--- config.mk ---
export PLATFORM = sky130hd
export DESIGN_NAME = secded_codec
export DESIGN_NICKNAME = d
export VERILOG_FILES = /design/src/rtl/secded_pkg.sv /design/src/rtl/secded_syndrome.sv /design/src/rtl/secded_enc.sv /design/src/rtl/secded_dec.sv /design/src/rtl/secded_codec.sv
export SDC_FILE = /design/constraint.sdc
export NUM_CORES = 1
export LEC_CHECK = 0
export ABC_AREA = 0
export BUFFER_PORTS_ARGS = -buffer_cell sky130_fd_sc_hd__buf_2
export CAP_MARGIN = 25
export CORE_UTILIZATION = 45
export CTS_CLUSTER_SIZE = 10
export DETAILED_ROUTE_END_ITERATION = 10
export PLACE_DENSITY_LB_ADDON = 0.2
export SLEW_MARGIN = 5
export SYNTH_ARGS = -nofsm -noshare
export SYNTH_HDL_FRONTEND = slang
export SYNTH_SLANG_ARGS = --single-unit
--- constraint.sdc ---
create_clock -name clk_i -period 1.8 [get_ports clk_i]
set_input_delay 0.18 -clock clk_i [delete_from_list [all_inputs] [get_ports clk_i]]
set_output_delay 0.18 -clock clk_i [all_outputs]
set_load 0.03 [all_outputs]
--- src/rtl/secded_pkg.sv ---
package secded_pkg;
  localparam int MAX_W = 64;

  typedef enum logic [1:0] {
    DEC_CLEAN  = 2'd0,
    DEC_PARITY = 2'd1,
    DEC_DOUBLE = 2'd2,
    DEC_SINGLE = 2'd3
  } dec_class_e;

  function automatic bit is_pow2(int p);
    return (p != 0) && ((p & (p - 1)) == 0);
  endfunction

  // index in the codeword of data bit idx
  function automatic int data_pos(int idx, int m);
    int cnt;
    cnt = 0;
    for (int p = 1; p < (1 << m); p++) begin
      if (!is_pow2(p)) begin
        if (cnt == idx) return p;
        cnt++;
      end
    end
    return 0;
  endfunction

  // data bit number held at codeword index p (p not a power of two)
  function automatic int data_idx(int p);
    int cnt;
    cnt = 0;
    for (int q = 1; q < p; q++) if (!is_pow2(q)) cnt++;
    return cnt;
  endfunction

  // indices 1..2^m-1 with bit j set; with_chk keeps the check index itself
  function automatic logic [MAX_W-1:0] cover_mask(int j, int m, bit with_chk);
    logic [MAX_W-1:0] msk;
    msk = '0;
    for (int p = 1; p < (1 << m); p++) begin
      if (((p >> j) & 1) != 0 && (with_chk || !is_pow2(p))) msk[p] = 1'b1;
    end
    return msk;
  endfunction
endpackage

--- src/rtl/secded_syndrome.sv ---
module secded_syndrome #(
  parameter int M = 4,
  parameter int N = 2 ** M
) (
  input  logic [N-1:0] code_i,
  output logic [M-1:0] syn_o,
  output logic         par_odd_o
);
  import secded_pkg::*;

  // recomputed check XOR received check: mask includes the check index
  for (genvar j = 0; j < M; j++) begin : g_syn
    localparam logic [MAX_W-1:0] MSK = cover_mask(j, M, 1'b1);
    assign syn_o[j] = ^(code_i & MSK[N-1:0]);
  end

  assign par_odd_o = ^code_i;
endmodule

--- src/rtl/secded_enc.sv ---
module secded_enc #(
  parameter int M = 4,
  parameter int N = 2 ** M,
  parameter int K = N - 1 - M
) (
  input  logic         clk_i,
  input  logic         rst_ni,
  input  logic         valid_i,
  input  logic [K-1:0] data_i,
  output logic         valid_o,
  output logic [N-1:0] code_o
);
  import secded_pkg::*;

  logic [N-1:0] placed;
  logic [M-1:0] chk;
  logic [N-1:0] code_d;

  for (genvar p = 0; p < N; p++) begin : g_place
    if (p == 0 || is_pow2(p)) begin : g_gap
      assign placed[p] = 1'b0;
    end else begin : g_dat
      localparam int DI = data_idx(p);
      assign placed[p] = data_i[DI];
    end
  end

  for (genvar j = 0; j < M; j++) begin : g_chk
    localparam logic [MAX_W-1:0] MSK = cover_mask(j, M, 1'b0);
    assign chk[j] = ^(placed & MSK[N-1:0]);
  end

  always_comb begin
    code_d = placed;
    for (int j = 0; j < M; j++) code_d[1 << j] = chk[j];
    code_d[0] = ^code_d[N-1:1];
  end

  always_ff @(posedge clk_i or negedge rst_ni) begin
    if (!rst_ni) begin
      valid_o <= 1'b0;
      code_o  <= '0;
    end else begin
      valid_o <= valid_i;
      if (valid_i) code_o <= code_d;
    end
  end
endmodule

--- src/rtl/secded_dec.sv ---
module secded_dec #(
  parameter int M = 4,
  parameter int N = 2 ** M,
  parameter int K = N - 1 - M
) (
  input  logic         clk_i,
  input  logic         rst_ni,
  input  logic         valid_i,
  input  logic [N-1:0] code_i,
  output logic         valid_o,
  output logic [K-1:0] data_o,
  output logic         sec_o,
  output logic         ded_o
);
  import secded_pkg::*;

  logic [M-1:0] syn;
  logic         par_odd;
  dec_class_e   cls;
  logic [N-1:0] fixed;
  logic [K-1:0] data_d;

  secded_syndrome #(.M(M), .N(N)) u_syn (
    .code_i   (code_i),
    .syn_o    (syn),
    .par_odd_o(par_odd)
  );

  always_comb begin
    unique case ({syn != '0, par_odd})
      2'b00:   cls = DEC_CLEAN;
      2'b01:   cls = DEC_PARITY;
      2'b10:   cls = DEC_DOUBLE;
      default: cls = DEC_SINGLE;
    endcase
  end

  // syndrome is the index of the flipped bit
  always_comb begin
    fixed = code_i;
    if (cls == DEC_SINGLE) fixed[syn] = ~code_i[syn];
  end

  for (genvar i = 0; i < K; i++) begin : g_ext
    localparam int P = data_pos(i, M);
    assign data_d[i] = fixed[P];
  end

  always_ff @(posedge clk_i or negedge rst_ni) begin
    if (!rst_ni) begin
      valid_o <= 1'b0;
      data_o  <= '0;
      sec_o   <= 1'b0;
      ded_o   <= 1'b0;
    end else begin
      valid_o <= valid_i;
      sec_o   <= valid_i && (cls == DEC_SINGLE || cls == DEC_PARITY);
      ded_o   <= valid_i && (cls == DEC_DOUBLE);
      if (valid_i) data_o <= data_d;
    end
  end
endmodule

--- src/rtl/secded_codec.sv ---
module secded_codec #(
  parameter int M_BITS = 4,
  localparam int N_BITS = 2 ** M_BITS,
  localparam int K_BITS = N_BITS - 1 - M_BITS
) (
  input  logic              clk_i,
  input  logic              rst_ni,
  input  logic              enc_valid_i,
  input  logic [K_BITS-1:0] enc_data_i,
  output logic              enc_valid_o,
  output logic [N_BITS-1:0] enc_code_o,
  input  logic              dec_valid_i,
  input  logic [N_BITS-1:0] dec_code_i,
  output logic              dec_valid_o,
  output logic [K_BITS-1:0] dec_data_o,
  output logic              dec_sec_o,
  output logic              dec_ded_o
);
  secded_enc #(.M(M_BITS), .N(N_BITS), .K(K_BITS)) u_enc (
    .clk_i  (clk_i),
    .rst_ni (rst_ni),
    .valid_i(enc_valid_i),
    .data_i (enc_data_i),
    .valid_o(enc_valid_o),
    .code_o (enc_code_o)
  );

  secded_dec #(.M(M_BITS), .N(N_BITS), .K(K_BITS)) u_dec (
    .clk_i  (clk_i),
    .rst_ni (rst_ni),
    .valid_i(dec_valid_i),
    .code_i (dec_code_i),
    .valid_o(dec_valid_o),
    .data_o (dec_data_o),
    .sec_o  (dec_sec_o),
    .ded_o  (dec_ded_o)
  );
endmodule

==> flow_summary.json <==
{
  "synth_area_per_cell_um2": 10.7,
  "antenna_found_initial": 0,
  "vdd_drop_max_mv": 0.487,
  "cpMaxStageDelayCell": "xnor3_2",
  "insertion_delay_ns": 0.29,
  "synthTopCellsByCount": "xnor2_1, dfrtp_1, mux2_2",
  "crit_chain": "buf_8, xor2_2, xnor2_1, buf_4, xnor3_2, xnor2_2, or3_4, o211a_1, a221o_1",
  "outcome": "complete, but fails checks",
  "synth_edf_count": 0,
  "hold_end": "u_enc.code_o[12]$_DFFE_PN0P_",
  "drtAntennaViolNets": 0,
  "worst-r2r-setup-slack_ns": 0.86,
  "fin_ws_ns": -0.197,
  "setup_violations": 11,
  "violations": "setup timing",
  "dr.pass1.iters": 4,
  "die_w_um": 69.7,
  "post-route-period-util_pct": 111,
  "synth_flop_cell": "dfrtp_1",
  "slew_violations": 0,
  "finalNetCount": 341,
  "timing.rr.start": "u_dec.data_o[2]$_DFFE_PN0P_",
  "final_cell_count_no_fill": 362,
  "ys_top_cells_by_area": "dfrtp_1, xnor2_1, mux2_2",
  "routed_wl_um": 5530,
  "yosysMostFrequentCell": "xnor2_1",
  "yosysTopAreaCellShare_pct": 37.6,
  "cap_violations": 0,
  "cts_buffer_depth": 2,
  "syn_nets": 223,
  "grt_overflow": 0,
  "min_from": "enc_data_i[7]",
  "tightestPinTransition_ns": 0.705,
  "place_hpwl_um": 3950,
  "wl_per_cell_um": 15.3,
  "drc": 0,
  "ys_ff_latch": 31,
  "cts.htree.levels": 2,
  "placed_cells": 339,
  "placementRows": 24,
  "grt_max_degree": 32,
  "gp_congestion": 0.929,
  "cp.arrival_ns": 2.16,
  "rr_worst_depth": 2,
  "r2r-end": "u_dec.data_o[2]$_DFFE_PN0P_",
  "critical_path.max_fanout": 2,
  "end_kind": "flip-flop",
  "areaGrowthSynthToFinish_pct": 60.2,
  "fin_skew_ns": 0,
  "synthesis.yosys.warnings": 0,
  "io_buffer_count": 61,
  "cts_tree": "built",
  "initial_core_util_pct": 47.1,
  "insertedDiodeCount": 0,
  "tns_ns": -1.51,
  "path_clk_slew_ns": 0.07,
  "yosysTopAreaCell": "dfrtp_1",
  "num_vias": 1896,
  "worstPathRequired_ns": 1.96,
  "cp-start-kind": "input pin",
  "die_area_um2": 4860,
  "cts_buffers": 5,
  "fillers": 297,
  "synth.distinct_cells": 39,
  "cts_sinks": 31,
  "grt_pass1_vias": 1872,
  "min_period_ns": 2.00,
  "synthesis.area_um2": 2060,
  "coreArea_um2": 4380,
  "pwr_density_cell_nw_per_um2": 1080,
  "final_hold_viol_count": 0,
  "grt_pass1_wl_um": 8850,
  "root_buffer": "clkbuf_8",
  "fmax_mhz": 501,
  "drive_above_1_share_pct": 56.8,
  "whs_ns": 0.162,
  "hp-class": "in -> reg",
  "power_leakage_uw": 0.00152,
  "seq_area_frac_synth_pct": 37.6,
  "syn_inst": 192,
  "rsz0062_at_grt": "true",
  "max-slew-margin-rel_pct": 53.0,
  "vias_per_cell": 5.24,
  "post-place-ws_ns": -0.581,
  "synth_async_sr_flop_share_pct": 100,
  "hold_depth": 2,
  "cp_slowest_stage_delay_ns": 0.37,
  "drt_iter0_drc": 97,
  "path_class": "in -> reg",
  "ios": 62,
  "grt.total_usage_pct": 23.3,
  "die_h_um": 69.7
}
## state kept, by name, indices dropped and copies added (netlist names)
name / flops
u_enc.valid_o: 1
u_enc.code_o: 16
u_dec.ded_o: 1
u_dec.sec_o: 1
u_dec.valid_o: 1
u_dec.data_o: 11
## repair_timing
item / CTS / global route
hold buffers: 1 / 0
hold endpoints to repair: 31 / 0
pin swaps: 14 / 16
buffers inserted: 7 / 8
setup endpoints to repair: 11 / 11
resized for setup: 27 / 26
gates cloned: 0 / 0
## final cells by class
type / instances / area [um2] / area share [%]
timing repair buffer: 118 / 820 / 24.8
multi-input combinational: 139 / 1500 / 45.4
clock buffer: 6 / 82.6 / 2.50
tap: 52 / 65.1 / 1.97
clock inverter: 1 / 5.00 / 0.151
inverter: 15 / 56.3 / 1.70
sequential: 31 / 776 / 23.5
## how the worst max path moves through the flow
| stage | startpoint | to | slack, ns |
|---|---|---|---|
| 2_1_floorplan | dec_code_i[12] | u_dec.data_o[8]$_DFFE_PN0P_ | -0.48 |
| 3_3_place_gp | dec_code_i[13] | u_dec.data_o[8]$_DFFE_PN0P_ | -0.53 |
| 3_5_place_dp | dec_code_i[13] | u_dec.data_o[1]$_DFFE_PN0P_ | -0.58 |
| 4_1_cts | dec_code_i[1] | u_dec.data_o[8]$_DFFE_PN0P_ | -0.21 |
| 5_1_grt | dec_code_i[15] | u_dec.data_o[6]$_DFFE_PN0P_ | -0.26 |
| 6_report | dec_code_i[1] | u_dec.data_o[8]$_DFFE_PN0P_ | -0.20 |
## logic make-up after synthesis
| group | after synthesis | synth area share (%) |
|---|---|---|
| AO/OA/AOI/OAI | 21 | 8.49 |
| XOR/XNOR | 50 | 23.0 |
| AND/OR/NAND/NOR | 43 | 10.7 |
| buffers and inverters | 22 | 4.24 |
| multiplexers | 25 | 15.9 |
| flip-flops | 31 | 37.6 |
## metal layers
layer,part of all wire [%],global-route usage (%)
met1,42,29.0
met2,51,39.1
met3,5.8,5.52
met4,1.6,9.56
met5,0,0
## through the flow
stage                     area, um2  total power [uW]  util, %
after floorplan                2210              2040        -
after global routing           3310              3740     75.4
after CTS                      3160              3400     72.0
final                          3310              3550     75.4
after detailed placement       2860              2640     65.2
after global placement         2860              2600     65.2
## worst max-delay path: cells and delay by family
family / cells / cell delay, ns
and+or+nand+nor: 1 / 0.37
xor gates and xnor gates: 4 / 0.87
AOI/OAI and AO/OA: 2 / 0.46
buffers and inverters: 2 / 0.27
## power breakdown
| part | total [uW] | switching, uW | internal, uW |
|---|---|---|---|
| clock | 563 | 263 | 300 |
| combinational | 2100 | 1060 | 1040 |
| sequential | 887 | 56.8 | 830 |
| total | 3550 | 1380 | 2170 |
## placed cells by master (no fill, tap or decap), types with 3 or more instances in the layout
master / instances
nor2_1: 8
xor2_1: 6
mux4_2: 3
xor2_2: 4
nor3_2: 3
xnor2_2: 6
o221ai_1: 4
nand2b_1: 3
dfrtp_1: 31
nand2_1: 8
mux2_2: 16
buf_6: 13
buf_4: 53
a21oi_1: 3
inv_1: 15
xnor2_4: 7
mux2i_1: 4
o211ai_1: 4
clkbuf_8: 6
xnor2_1: 24
nor3_1: 3
buf_2: 50
Power figures use the tool's default switching activity.
